`src/rtl/pt_walk_pkg.sv`:
```
package pt_walk_pkg;

    localparam int ADDR_W  = 32;
    localparam int IDX_W   = 10;
    localparam int OFF_W   = 12;
    localparam int FRAME_W = ADDR_W - OFF_W;
    localparam int ENT_SH  = 2;            // 4-byte entries

    typedef struct packed {
        logic [FRAME_W-1:0] frame;
        logic [OFF_W-4:0]   avail;
        logic               dirty;
        logic               refd;
        logic               valid;
    } pte_t;

    typedef enum logic [2:0] {
        WS_IDLE,
        WS_L1_RD,
        WS_L1_CHK,
        WS_L2_RD,
        WS_L2_CHK,
        WS_WBACK,
        WS_RESP
    } walk_st_e;

    function automatic pte_t mark_access(input pte_t e, input logic is_wr);
        pte_t r;
        r       = e;
        r.refd  = 1'b1;
        if (is_wr) r.dirty = 1'b1;
        return r;
    endfunction

endpackage

```
`src/rtl/pt_entry_addr.sv`:
```
module pt_entry_addr #(
    parameter int AW  = 32,
    parameter int IW  = 10,
    parameter int OW  = 12,
    parameter int ESH = 2
) (
    input  logic [AW-1:0] root_base,
    input  logic [AW-1:0] leaf_base,
    input  logic [AW-1:0] vaddr,
    input  logic          sel_leaf,
    output logic [AW-1:0] ent_addr
);
    localparam int HI_LSB = AW - IW;

    logic [IW-1:0] idx_top;
    logic [IW-1:0] idx_mid;
    logic [AW-1:0] ofs_top;
    logic [AW-1:0] ofs_mid;

    assign idx_top = vaddr[HI_LSB +: IW];
    assign idx_mid = vaddr[OW +: IW];
    assign ofs_top = AW'(idx_top) << ESH;
    assign ofs_mid = AW'(idx_mid) << ESH;

    always_comb begin
        if (sel_leaf) ent_addr = leaf_base + ofs_mid;
        else          ent_addr = root_base + ofs_top;
    end
endmodule

```
`src/rtl/pt_leaf_mark.sv`:
```
module pt_leaf_mark
    import pt_walk_pkg::*;
(
    input  pte_t leaf_in,
    input  logic is_wr,
    output pte_t leaf_out,
    output logic changed
);
    always_comb begin
        leaf_out = mark_access(leaf_in, is_wr);
        changed  = (leaf_out != leaf_in);
    end
endmodule

```
`src/rtl/pt_walk_ctrl.sv`:
```
module pt_walk_ctrl
    import pt_walk_pkg::*;
(
    input  logic     clk,
    input  logic     rst,
    input  logic     start,
    input  logic     ent_present,
    input  logic     leaf_changed,
    output walk_st_e st,
    output logic     faulted
);
    always_ff @(posedge clk) begin
        if (rst) begin
            st      <= WS_IDLE;
            faulted <= 1'b0;
        end else begin
            unique case (st)
                WS_IDLE: begin
                    if (start) begin
                        st      <= WS_L1_RD;
                        faulted <= 1'b0;
                    end
                end
                WS_L1_RD:  st <= WS_L1_CHK;
                WS_L1_CHK: begin
                    if (!ent_present) begin
                        faulted <= 1'b1;
                        st      <= WS_RESP;
                    end else begin
                        st <= WS_L2_RD;
                    end
                end
                WS_L2_RD:  st <= WS_L2_CHK;
                WS_L2_CHK: begin
                    if (!ent_present) begin
                        faulted <= 1'b1;
                        st      <= WS_RESP;
                    end else if (leaf_changed) begin
                        st <= WS_WBACK;
                    end else begin
                        st <= WS_RESP;
                    end
                end
                WS_WBACK:  st <= WS_RESP;
                WS_RESP:   st <= WS_IDLE;
                default:   st <= WS_IDLE;
            endcase
        end
    end
endmodule

```
`src/rtl/pt_walker.sv`:
```
module pt_walker
    import pt_walk_pkg::*;
(
    input  logic              clk,
    input  logic              rst,
    input  logic              req_valid,
    output logic              req_ready,
    input  logic [ADDR_W-1:0] req_vaddr,
    input  logic              req_write,
    input  logic [ADDR_W-1:0] ptbr,
    output logic              mem_rd_en,
    output logic              mem_wr_en,
    output logic [ADDR_W-1:0] mem_addr,
    output logic [ADDR_W-1:0] mem_wdata,
    input  logic [ADDR_W-1:0] mem_rdata,
    output logic              done,
    output logic              fault,
    output logic [ADDR_W-1:0] paddr
);
    walk_st_e           st;
    logic               faulted;
    logic               start;
    pte_t               rd_pte;
    pte_t               marked;
    logic               changed;

    logic [ADDR_W-1:0]  va_q;
    logic               wr_q;
    logic [ADDR_W-1:0]  base_q;
    logic [FRAME_W-1:0] l1_frame_q;
    pte_t               leaf_q;
    logic [ADDR_W-1:0]  paddr_q;
    logic [ADDR_W-1:0]  leaf_tbl;

    assign start    = req_valid && (st == WS_IDLE);
    assign rd_pte   = pte_t'(mem_rdata);
    assign leaf_tbl = {l1_frame_q, {OFF_W{1'b0}}};

    pt_walk_ctrl u_ctrl (
        .clk          (clk),
        .rst          (rst),
        .start        (start),
        .ent_present  (rd_pte.valid),
        .leaf_changed (changed),
        .st           (st),
        .faulted      (faulted)
    );

    pt_entry_addr #(
        .AW  (ADDR_W),
        .IW  (IDX_W),
        .OW  (OFF_W),
        .ESH (ENT_SH)
    ) u_addr (
        .root_base (base_q),
        .leaf_base (leaf_tbl),
        .vaddr     (va_q),
        .sel_leaf  (st != WS_L1_RD),
        .ent_addr  (mem_addr)
    );

    pt_leaf_mark u_mark (
        .leaf_in  (rd_pte),
        .is_wr    (wr_q),
        .leaf_out (marked),
        .changed  (changed)
    );

    always_ff @(posedge clk) begin
        if (rst) begin
            va_q       <= '0;
            wr_q       <= 1'b0;
            base_q     <= '0;
            l1_frame_q <= '0;
            leaf_q     <= '0;
            paddr_q    <= '0;
        end else begin
            if (start) begin
                va_q    <= req_vaddr;
                wr_q    <= req_write;
                base_q  <= ptbr;
                paddr_q <= '0;
            end
            if (st == WS_L1_CHK) l1_frame_q <= rd_pte.frame;
            if (st == WS_L2_CHK) begin
                leaf_q <= marked;
                if (rd_pte.valid) paddr_q <= {rd_pte.frame, va_q[OFF_W-1:0]};
            end
        end
    end

    assign req_ready = (st == WS_IDLE);
    assign mem_rd_en = (st == WS_L1_RD) || (st == WS_L2_RD);
    assign mem_wr_en = (st == WS_WBACK);
    assign mem_wdata = leaf_q;
    assign done      = (st == WS_RESP);
    assign fault     = done && faulted;
    assign paddr     = paddr_q;
endmodule

```
`config.mk`:
```
export PLATFORM = sky130hd
export DESIGN_NAME = pt_walker
export DESIGN_NICKNAME = d
export VERILOG_FILES = /design/src/rtl/pt_walk_pkg.sv /design/src/rtl/pt_entry_addr.sv /design/src/rtl/pt_leaf_mark.sv /design/src/rtl/pt_walk_ctrl.sv /design/src/rtl/pt_walker.sv
export SDC_FILE = /design/constraint.sdc
export NUM_CORES = 1
export LEC_CHECK = 0
export BUFFER_PORTS_ARGS = -buffer_cell sky130_fd_sc_hd__buf_2
export CORE_UTILIZATION = 40
export DETAILED_ROUTE_END_ITERATION = 7
export GPL_ROUTABILITY_DRIVEN = 0
export GPL_TIMING_DRIVEN = 1
export HOLD_SLACK_MARGIN = 0.03
export PLACE_DENSITY = 0.66
export RECOVER_POWER = 100
export SLEW_MARGIN = 5
export SYNTH_ARGS = -nofsm -noshare
export SYNTH_HDL_FRONTEND = slang
export SYNTH_HIERARCHICAL = 1
export SYNTH_SLANG_ARGS = --single-unit
```
`constraint.sdc`:
```
create_clock -name clk -period 1.74 [get_ports clk]
set_input_delay 0 -clock clk [delete_from_list [all_inputs] [get_ports clk]]
set_output_delay 0 -clock clk [all_outputs]
set_load 0.005 [all_outputs]
```
## Word-level counts from Yosys, hierarchy flattened

Index checks and enable logic that the tools add are counted.

- $add $sub $neg: 2
- Eq/ne operators: 10
- Mux-type cells: 13
- Reductions and logical operators: 7

Operator list:

| kind | number |
|---|---|
| 2-to-1 mux 32 bit | 4 |
| adder 32 x 12 -> 32 bit | 2 |
| one-hot mux 3 bit (6 select lines) | 1 |
| equality test 3 bit, second input constant | 3 |
| 2-to-1 mux 3 bit | 3 |
| equality test 3 x 2 -> 1 bit, second input constant | 2 |
| equality test 3 x 1 -> 1 bit, second input constant | 1 |
| zero test 3 bit | 1 |
| 2-to-1 mux 1 bit | 3 |
| != test 3 x 1 -> 1 bit, second input constant | 1 |
| AND reduction 3 bit | 1 |
| logical AND 1 bit | 2 |
| 2-to-1 mux 2 bit | 1 |
| != test 2 x 1 -> 1 bit, second input constant | 1 |
| != test 2 bit | 1 |
| != test 2 bit, second input constant | 1 |
| one-hot mux 1 bit (2 select lines) | 1 |
| nonzero test 2 bit | 1 |
| OR reduction 2 bit | 1 |
| logical OR 1 bit | 1 |

- Word-level logic and storage cells: 44
- Output and inout port bits: 101
- Flip-flop bits (word level): 153
- Input bits: 100

## Longest topological paths before layout

Gate-level depths: netlist of run 1.

- Depth in word-level cells: 5
- Gate-level depth with buffers: 9
- Mapped depth without buffers: 8

## Cells and area by module

The synthesis of run 1 kept the hierarchy.

Modules (own cells, without submodules):

| module | cells an instance | times used | sequential area each (um^2) | area each (um^2) |
|---|---|---|---|---|
| pt_walker | 597 | 1 | 2,982.9 | 5,092.4 |
| pt_entry_addr | 264 | 1 | 0.0 | 2,059.5 |
| pt_leaf_mark | 35 | 1 | 0.0 | 251.5 |
| pt_walk_ctrl | 22 | 1 | 80.1 | 192.7 |

## Worst setup path after synthesis of run 1

Ideal clock, no wire load.

- Path kind: register to output
- Start: register base_q[2]
- End: output mem_addr[18]
- Data arrival time: 1,917 ps
- Required time: 1,740 ps
- Cell stages (with the launch flop): 9
- Setup slack: -177 ps
- Path buffers: 0
- Cell sequence: dfxtp_1 ha_1 fa_1 a21o_1 a221oi_2 a31oi_1 nand4_1 xor2_1 mux2i_1

- Cells in the longest elaborated chain, start to end: 2

Ends and longest elaborated chain:

| what | RTL line | RTL |
|---|---|---|
| start: declaration | pt_walker.sv:29 | `logic [ADDR_W-1:0] base_q;` |
| start signal: assignment | pt_walker.sv:81 | `base_q <= ptbr;` |
| adder 32 x 12 -> 32 bit | pt_entry_addr.sv:27 | `else ent_addr = root_base + ofs_top;` |
| 2-to-1 mux 32 bit | pt_entry_addr.sv:26 | `if (sel_leaf) ent_addr = leaf_base + ofs_mid;` |
| end: declaration | pt_walker.sv:13 | `output logic [ADDR_W-1:0] mem_addr,` |

No other way between the ends.

## Worst setup path after layout of run 1

- Start: register base_q[2]
- End: output mem_addr[22]

Same word-level chain as after synthesis.

==> summary.txt, run 1 <==
GRT
  • Gr busiest metal: met2
  • First-pass GRT wire length: 36.2 mm
  • M2 GR Usage: around two fifths
  • Largest net degree at the start of global routing: 91
  • Total global-route track usage: 23.3%
  • Met1 Usage GRT: 29.1%
  • Initial antenna violation count: 2
  • Vias in the first global route: roughly 7200
  • GR Layer Usage met3: 5.09%
  • Global route overflow: 0

Detailed routing
  • Post-DR wirelength/cell: 15.4 µm
  • DR iter-0 viols: just over 300
  • Detail Route Antenna Nets: 0
  • Vias per cell: about 5.0
  • Detailed Route WL: 22.8 mm
  • DRT Pass-1 Iters: 7
  • DRC: 2
  • Via Count: 7405

Yosys
  • Sequential area share after synthesis: 40.3%
  • Synth Area in Compound Gates: 19.0%
  • #FFs+latches synth: 153
  • Area share of xor/xnor cells in the synthesized design: 6.34%
  • Post-synth EDFFs: 0
  • Largest family of logic cells by synthesized area: simple AND/OR/NAND/NOR gates
  • Mux share of post-synthesis cell area: 3.39%
  • Syn Inst Count: 918
  • YS warnings: 6
  • Mapped Avg Cell Area: 8.27 µm²
  • Primary FF master, synth: dfxtp_1
  • Post-synth ARST share: 0%
  • Post-Synth Simple-Gate Area: 19.9%
  • Adder-Cell Fraction of Synth Area: 3.82%
  • Post-Syn Area: 0.00760 mm²
  • Post-synth cell types: 69

STA
  • Final Max Tran Viols: 0
  • Setup Viol. Count Final: 96
  • Fin Clk Skew: between 0.006 and 0.007 ns
  • RSZ-0062 raised after global routing: true
  • Hold_ws: about 0.055 ns
  • Final Hold Fails: 0
  • Worst-Margin Slew: between 0.5 and 0.6 ns
  • Setup WS post-layout: -0.878 ns
  • Slew headroom: 59.8%
  • Crit share post-route: 150%
  • Fmax: 382 MHz
  • Final min period: 2.62 ns

Setup path
  • CP arrival: 2.62 ns
  • Crit-path cells: ha_4, fa_2, a21o_1, buf_6, a22oi_2, a311oi_4, nand3_1, xor2_1, mux2i_1, buf_2
  • Worst r2r src: u_ctrl/st[2]
  • RR Endpoint: paddr[27]
  • Reg2reg setup slack: -0.29 ns
  • Worst Path Required: 1.74 ns
  • R2R cell count: 6
  • CP Capture Type: primary output
  • Crit path largest cell delay: 0.34 ns
  • CP Depth: 10
  • Slowest CP cell: dfxtp_2
  • Worst Setup Start Kind: register
  • Buf/Inv on CP: 2
  • Critical path type: register to primary output
  • Delay-heaviest family, CP: compound AO/OA/AOI/OAI gates
  • Crit Path Max Fanout: 6

Clock network
  • Clk buf depth: 2
  • TritonCTS clock tree: yes
  • H-tree depth: 4
  • Root Buffer: clkbuf_16
  • CTS clk-pin slew, worst paths: 0.07 ns
  • Clock sink count: 153
  • CTS Buf Count: 17
  • Worst skew pair latency: ~0.42 ns

Floorplan
  • Core area: 0.0186 mm²
  • DIE AREA: 0.0195 mm²
  • Die Wd: 140 µm
  • Rows: 50
  • Die height: 140 µm
  • Top Ports: 201
  • Starting Density: 40.7%

Pwr
  • Part of the power in registers: 34.1%
  • Pleak: 4.67 nW
  • Internal: 0.00845 W
  • Combinational Power Share: between 30% and 40%
  • Net Sw Frac: between 30% and 40%
  • Clock share of power: between 20% and 30%
  • NetSw: approximately 0.0045 W
  • Peak VDD IR: 0.777 mV
  • PD cells: 1170 mW/mm²

Final layout
  • Area growth, synth to finish: 45.4%
  • Final instance area: 0.0110 mm²
  • Layout cells sized above 1: roughly 27%
  • Fill count: 1602
  • Commonest non-fill, non-tap cells in the layout: nand2_1 (251), buf_2 (156), dfxtp_1 (146), a21oi_1 (131), dlygate4sd3_1 (97)
  • Commonest non-fill, non-tap cell in the layout: nand2_1
  • Fin nets: 1360
  • Number of non-filler instances in the completed layout: 1486

Hold path
  • Hold EP: u_ctrl/st[0]
  • HP Start: mem_rdata[1]
  • Hold depth: 4
  • Hold WC Path Type: input port to register

Place
  • Placed cell count: approximately 1300
  • PortBufs: 200
  • Dpl hpwl: between 10 and 15 mm
  • Area post-placement: 0.00902 mm²

Job
  • Number of max-cap violations: 0

Outcome
  • Violated checks: design-rule violations, negative setup slack
  • Status: finished with violations
[stage by stage]
stage | util (%) | worst slack (ns) | total power, W | setup TNS (ns)
final | 59.2 | -0.878 | 0.0129 | -36.39
after global routing | 59.2 | -0.976 | 0.0137 | -50.70
after CTS | 58.9 | -0.838 | 0.0130 | -18.70
after detailed placement | 48.4 | -0.517 | 0.00859 | -8.02
after global placement | 48.4 | -0.461 | 0.00855 | -7.71
after floorplan | - | -0.142 | 0.00719 | -0.757
[cell usage after synthesis (all sizes together) (3+ instances only)]
cell type	n	share of area, %
nand2	253	13
dfxtp	153	40
a21oi	139	9.2
buf	55	5.1
xnor2	39	4.5
a22o	32	3.7
clkbuf	32	1.6
ha	20	3.3
mux2i	19	2.5
nand3	16	1.2
xor2	16	1.8
o21ai	14	0.92
a211oi	13	1.3
nor2	13	0.64
a21o	10	1.0
and3	8	0.66
inv	8	0.40
mux2	6	0.89
nand4	6	0.77
nand2b	5	0.51
nor3	5	0.33
a31oi	4	0.33
nor2b	4	0.33
a21boi	3	0.30
a221oi	3	0.51
and4	3	0.36
nor3b	3	0.30
nor4b	3	0.59
o21bai	3	0.30
[cell families after synthesis]
family	after synthesis
AND/OR/NAND/NOR	334
AO/OA/AOI/OAI	232
flip-flops	153
buffers and inverters	95
XOR/XNOR	55
multiplexers	25
adder cells (fa/ha/maj)	22
other	2
[sequential cells by signal (all words and copies together) (netlist names)]
| register | count |
|---|---|
| u_ctrl/faulted | 1 |
| paddr | 32 |
| mem_wdata | 32 |
| u_ctrl/st | 3 |
| l1_frame_q | 20 |
| base_q | 32 |
| va_q | 32 |
| wr_q | 1 |
[power groups by stage]
stage          sequential [W]  combinational (W)  clock [W]
2_1_floorplan         0.00445            0.00274          0
6_report              0.00440            0.00477    0.00376
4_1_cts               0.00440            0.00473    0.00383
5_1_grt               0.00448            0.00523    0.00401
3_3_place_gp          0.00444            0.00411          0
3_5_place_dp          0.00446            0.00414          0
[layout make-up]
class,instances,area (µm²),share of cell area [%]
Clock buffer,20,457,4.13
Timing Repair Buffer,375,2710,24.5
Sequential cell,153,3080,27.9
Multi-Input combinational cell,683,4340,39.3
Inverter,8,30.0,0.272
Clock inverter,12,139,1.26
Antenna cell,1,2.50,0.0227
Tap cell,234,293,2.65
[worst reg2reg max path, delay by kind of cell, from the launching register on]
family	cells	cell delay (ns)
AO/OA/AOI/OAI	2	0.37
multiplexers	1	0.41
buffers and inverters	3	0.87
flip-flops	1	0.33
[routing by layer]
metal / share of wire (%) / wire length [µm] / vias to the layer above
li1: - / - / 3738
met1: 46 / 10400 / 3412
met2: 47 / 10700 / 204
met3: 4.5 / 1020 / 49
met4: 3.1 / 697 / 2
met5: 0.057 / 13 / -
[what timing repair did]
action,CTS,global route
gates cloned,5,0
hold endpoints to repair,140,0
gates resized for setup,50,23
hold buffers,97,0
buffers inserted,9,10
pin swaps,44,21
endpoints found under the setup margin,32,44
[how the worst max path moves through the flow]
stage | from | end | slack [ns]
global route | base_q[2] | mem_addr[16] | -0.98
detailed placement | va_q[22] | mem_addr[22] | -0.52
CTS | base_q[2] | mem_addr[30] | -0.84
global placement | va_q[22] | mem_addr[18] | -0.46
finish | base_q[2] | mem_addr[22] | -0.88
floorplan | va_q[22] | mem_addr[18] | -0.14
(Power assumes the default switching activity.)
==> run 2: changes to the inputs <==
--- a/config.mk
+++ b/config.mk
@@ -6,12 +6,13 @@
 export NUM_CORES = 1
 export LEC_CHECK = 0
 export BUFFER_PORTS_ARGS = -buffer_cell sky130_fd_sc_hd__buf_2
+export CORE_MARGIN = 4
 export CORE_UTILIZATION = 40
 export DETAILED_ROUTE_END_ITERATION = 7
 export GPL_ROUTABILITY_DRIVEN = 0
 export GPL_TIMING_DRIVEN = 1
 export HOLD_SLACK_MARGIN = 0.03
-export PLACE_DENSITY = 0.66
+export PLACE_DENSITY_LB_ADDON = 0.08
 export RECOVER_POWER = 100
 export SLEW_MARGIN = 5
 export SYNTH_ARGS = -nofsm -noshare
==> summary.txt, run 2 (synthesized netlist as in run 1, its figures left out) <==
Setup path
  • RR Endpoint: base_q[31]
  • Worst r2r src: u_ctrl/st[0]
  • R2R cell count: 7
  • Critical path type: register to primary output
  • Worst Path Required: roughly 1.7 ns
  • Reg2reg setup slack: -0.06 ns
  • CP Capture Type: primary output
  • CP arrival: 2.47 ns
  • Worst Setup Start Kind: register
  • Crit Path Max Fanout: 4

Floorplan
  • Starting Density: 40.6%
  • DIE AREA: approximately 0.021 mm²
  • Top Ports: 201
  • Die Wd: between 100 and 150 µm
  • Rows: 50
  • Core area: 0.0187 mm²
  • Die height: 146 µm

STA
  • Final Hold Fails: 0
  • Setup Viol. Count Final: 87
  • Slew headroom: 59.0%
  • Final Max Tran Viols: 0
  • RSZ-0062 raised after global routing: true
  • Final setup TNS: -18.41 ns
  • Fin Clk Skew: 0.00939 ns
  • Setup WS post-layout: -0.729 ns
  • Crit share post-route: 142%
  • Hold_ws: 0.123 ns
  • Worst-Margin Slew: 0.612 ns
  • Final min period: 2.47 ns
  • Fmax: 405 MHz

Pwr
  • Peak VDD IR: 0.680 mV
  • Pleak: 4.65 nW
  • Final total power: 0.0130 W
  • PD cells: 1170 mW/mm²

Clock network
  • CTS clk-pin slew, worst paths: 0.06 ns
  • TritonCTS clock tree: yes
  • Root Buffer: clkbuf_16
  • Clk buf depth: 2
  • Clock sink count: 153
  • CTS Buf Count: 17
  • H-tree depth: 4
  • Worst skew pair latency: between 0.4 and 0.5 ns

Hold path
  • HP Start: rst
  • Hold depth: 3
  • Hold WC Path Type: input port to register
  • Hold EP: u_ctrl/st[2]

Job
  • Number of max-cap violations: 0

Final layout
  • Area growth, synth to finish: 46.1%
  • Multi-input logic area: 0.00438 mm²
  • Register Area: around 0.0031 mm²
  • Commonest non-fill, non-tap cells in the layout: nand2_1 (251), buf_2 (151), dfxtp_1 (143), a21oi_1 (126), dlygate4sd3_1 (97)
  • N_diodes: 0
  • Fin nets: 1368
  • Commonest non-fill, non-tap cell in the layout: nand2_1
  • Fill count: 1721
  • Final Util: 59.3%
  • Layout cells sized above 1: between 20% and 30%

Detailed routing
  • DRT Pass-1 Iters: 4
  • DRC: 0
  • Vias per cell: 4.87
  • Detailed Route WL: about 23 mm
  • Detail Route Antenna Nets: 0
  • Via Count: 7260
  • Post-DR wirelength/cell: 15.2 µm
  • DR iter-0 viols: 310

GRT
  • Total global-route track usage: 20.7%
  • Largest net degree at the start of global routing: 82
  • Vias in the first global route: between 7000 and 8000
  • Initial antenna violation count: 1
  • First-pass GRT wire length: 36.4 mm
  • Global route overflow: 0

Place
  • PortBufs: 200
  • Dpl hpwl: between 15 and 20 mm

Outcome
  • Violated checks: negative setup slack
  • Status: finished with violations
## run 2: cell types whose count changed in the layout (fill, tap and decap cells not counted), sizes merged
| cell | delta |
|---|---|
| buf | +1 |
| bufbuf | -3 |
| bufinv | -1 |
| clkbuf | +8 |
| clkinv | -3 |
| clkinvlp | +1 |
| diode | -1 |
| inv | +5 |
| nor2 | -1 |
## run 2: how the worst max path moves through the flow
stage	startpoint	to	slack, ns	depth (start not counted)
after floorplan	va_q[22]	mem_addr[18]	-0.14	8
after global placement	va_q[22]	mem_addr[18]	-0.44	9
after detailed placement	va_q[22]	mem_addr[18]	-0.42	9
after CTS	base_q[2]	mem_addr[22]	-0.73	9
after global routing	base_q[2]	mem_addr[18]	-0.87	9
final	base_q[2]	mem_addr[14]	-0.73	9
## run 2: report_power, final
| group | switching, W | leakage [nW] | internal, W |
|---|---|---|---|
| Clock | 0.00159 | 0.275 | 0.00200 |
| Sequential | 0.000369 | 1.25 | 0.00403 |
| Combinational | 0.00263 | 3.12 | 0.00235 |
## run 2: per-stage QoR
stage | worst slack [ns] | instance area, µm² | std cells
floorplan | -0.142 | 7730 | 930
global placement | -0.439 | 9080 | 1338
detailed placement | -0.420 | 9080 | 1338
CTS | -0.734 | 10900 | 1475
global route | -0.869 | 11100 | 1492
finish | -0.729 | 11100 | 1492
## run 2: per-layer routing
metal | up-vias | GRT usage [%] | part of all wire (%)
met5 | - | 0 | 0.031
met4 | 2 | 4.46 | 1.2
met3 | 18 | 5.89 | 5.2
met2 | 154 | 32.9 | 45
met1 | 3338 | 28.2 | 49
li1 | 3748 | - | -
## run 2: cell type report
class / instances / area share (%)
Inverter: 8 / 0.271
Sequential cell: 153 / 27.7
Multi-Input combinational cell: 682 / 39.4
Clock buffer: 17 / 3.83
Clock inverter: 14 / 1.22
Tap cell: 234 / 2.64
Timing Repair Buffer: 384 / 24.9
## run 2: what timing repair did
action,in CTS,in global routing
setup endpoints to repair,32,33
endpoints found under the hold margin,139,0
resized for setup,53,29
hold buffers,97,0
buffers inserted,9,15
gates cloned,2,2
pin swaps,35,26
## run 2: critical path, cell delays in order (launching register included)
cell,delay (ns)
dfxtp_2,0.34
ha_4,0.16
fa_2,0.34
a21o_1,0.22
a221oi_4,0.37
a31oi_4,0.16
nand3_2,0.11
xor2_1,0.13
mux2i_1,0.09
buf_2,0.14
==> run 3: changes to the inputs <==
--- a/config.mk
+++ b/config.mk
@@ -8,6 +8,7 @@
 export BUFFER_PORTS_ARGS = -buffer_cell sky130_fd_sc_hd__buf_2
 export CORE_MARGIN = 4
 export CORE_UTILIZATION = 40
+export CTS_BUF_LIST = sky130_fd_sc_hd__clkbuf_8 sky130_fd_sc_hd__clkbuf_16
 export DETAILED_ROUTE_END_ITERATION = 7
 export GPL_ROUTABILITY_DRIVEN = 0
 export GPL_TIMING_DRIVEN = 1
@@ -19,3 +20,4 @@
 export SYNTH_HDL_FRONTEND = slang
 export SYNTH_HIERARCHICAL = 1
 export SYNTH_SLANG_ARGS = --single-unit
+export TNS_END_PERCENT = 20
==> summary.txt, run 3 (synthesized netlist as in run 1, its figures left out) <==
Floorplan
  • Rows: 50
  • Top Ports: 201
  • Starting Density: 40.6%
  • Die Wd: 146 µm
  • Die height: 146 µm
  • DIE AREA: 0.0213 mm²
  • Core area: 0.0187 mm²

Clock network
  • Worst skew pair latency: approximately 0.42 ns
  • Clk buf depth: 2
  • TritonCTS clock tree: yes
  • Root Buffer: clkbuf_16
  • CTS Buf Count: 17
  • CTS clk-pin slew, worst paths: 0.07 ns
  • H-tree depth: 4
  • Clock sink count: 153

Setup path
  • Worst Path Required: 1.74 ns
  • R2R cell count: 5
  • Most frequent CP cell: buf_4
  • Reg2reg setup slack: 0.01 ns
  • Critical path type: register to primary output
  • RR Endpoint: base_q[16]
  • Crit path largest cell delay: 0.35 ns
  • CP Capture Type: primary output
  • Crit Path Max Fanout: 6
  • Worst r2r src: u_ctrl/st[2]
  • Slowest CP cell: fa_2
  • Worst Setup Start Kind: register
  • Crit path to: mem_addr[20]
  • Crit-path cells: ha_4, fa_2, a21o_4, a22oi_2, buf_4, a311oi_4, buf_6, buf_4, xnor2_1, nor2_1, a21oi_1, buf_2
  • Worst setup path start: base_q[2]
  • CP arrival: about 2.6 ns

Detailed routing
  • Detail Route Antenna Nets: 0
  • Detailed Route WL: 21.7 mm
  • DR iter-0 viols: 278
  • DRT Pass-1 Iters: 7
  • DRC: 0
  • Post-DR wirelength/cell: between 10 and 15 µm
  • Via Count: a little over 7000
  • Vias per cell: 4.87

Pwr
  • Part of the power in registers: 36.0%
  • Clock share of power: 28.2%
  • PD cells: approximately 1100 mW/mm²
  • Combinational Power Share: 35.8%
  • Pleak: 4.48 nW
  • Peak VDD IR: 0.791 mV
  • Net Sw Frac: 35.9%
  • NetSw: 0.00438 W
  • Internal: 0.00780 W

STA
  • Crit share post-route: 146%
  • RSZ-0062 raised after global routing: true
  • Fin Clk Skew: 0.00962 ns
  • Final Max Tran Viols: 0
  • Fmax: 392 MHz
  • Setup WS post-layout: -0.808 ns
  • Final min period: 2.55 ns
  • Setup Viol. Count Final: 32
  • Final setup TNS: -18.75 ns
  • Worst-Margin Slew: 0.678 ns
  • Final Hold Fails: 0
  • Slew headroom: 54.5%

GRT
  • Total global-route track usage: 20.0%
  • Global route overflow: 0
  • Initial antenna violation count: 0
  • Largest net degree at the start of global routing: 118
  • First-pass GRT wire length: 35.4 mm
  • Vias in the first global route: 6995

Place
  • PortBufs: 200
  • Placed cell count: 1336
  • Dpl hpwl: 14.4 mm

Final layout
  • Fill count: 1794
  • Layout cells sized above 1: 24.9%
  • Multi-input logic area: around 0.0042 mm²
  • Number of non-filler instances in the completed layout: 1470
  • Commonest non-fill, non-tap cells in the layout: nand2_1 (252), buf_2 (159), dfxtp_1 (147), a21oi_1 (138), dlygate4sd3_1 (99)
  • Commonest non-fill, non-tap cell in the layout: nand2_1
  • N_diodes: 0
  • Fin nets: roughly 1300
  • Final Util: 57.1%
  • Register Area: 0.00307 mm²
  • Area growth, synth to finish: 40.5%

Job
  • Number of max-cap violations: 0

Outcome
  • Violated checks: negative setup slack
  • Status: finished with violations

Hold path
  • Hold WC Path Type: input port to register
==> run 3: how the worst min path moves through the flow <==
stage / from / depth (start not counted) / endpoint
5_1_grt: mem_rdata[3] / 4 / mem_wdata[3]
3_5_place_dp: mem_rdata[26] / 2 / paddr[26]
3_3_place_gp: req_vaddr[22] / 3 / va_q[22]
4_1_cts: req_valid / 6 / u_ctrl/faulted
6_report: req_valid / 6 / u_ctrl/faulted
2_1_floorplan: rst / 1 / u_ctrl/faulted
==> run 3: worst max-delay path: cells and delay by family, from the launching register on <==
kind	cells	cell delay (ns)
compound gates	4	0.56
simple gates	1	0.05
buf+inv	4	0.55
flops	1	0.34
fa+ha+maj	2	0.51
xor+xnor	1	0.12
==> run 3: final cells by class <==
| class | instances | share of cell area, % |
|---|---|---|
| repair buffers | 361 | 23.3 |
| clock buffers | 17 | 3.99 |
| flip-flops and latches | 153 | 28.8 |
| inverters | 8 | 0.281 |
| well taps | 234 | 2.74 |
| clock inverters | 15 | 1.10 |
| multi-input cells | 682 | 39.8 |
==> run 3: timing repair <==
| item | 4_1_cts | 5_1_grt |
|---|---|---|
| endpoints found under the setup margin | 32 | 32 |
| pin swaps | 23 | 11 |
| hold buffers | 99 | 0 |
| gates resized for setup | 21 | 13 |
| endpoints found under the hold margin | 140 | 0 |
| buffers inserted | 1 | 2 |
==> run 3: power by group through the flow <==
stage | clock (W) | combinational [W] | sequential, W
after global routing | 0.00367 | 0.00489 | 0.00446
after CTS | 0.00353 | 0.00444 | 0.00437
after global placement | 0 | 0.00418 | 0.00443
after detailed placement | 0 | 0.00420 | 0.00444
final | 0.00343 | 0.00436 | 0.00438
after floorplan | 0 | 0.00269 | 0.00443
==> run 3: per-layer routing <==
layer	share of wire, %	vias up	GRT usage [%]	wire [µm]
met5	0	-	0	0
met4	0.86	0	5.46	186
met3	4.7	13	3.96	1010
met2	48	147	34.0	10400
met1	47	3286	25.9	10100
li1	-	3712	-	-
==> run 3: metrics by stage <==
stage | setup slack (ns) | hold WS (ns) | cell area (µm²) | total power [W]
floorplan | -0.142 | 0.0691 | 7660 | 0.00712
global placement | -0.418 | 0.237 | 9030 | 0.00861
detailed placement | -0.432 | 0.242 | 9030 | 0.00863
CTS | -0.798 | 0.225 | 10700 | 0.0123
global route | -0.933 | 0.362 | 10700 | 0.0130
finish | -0.808 | 0.283 | 10700 | 0.0122
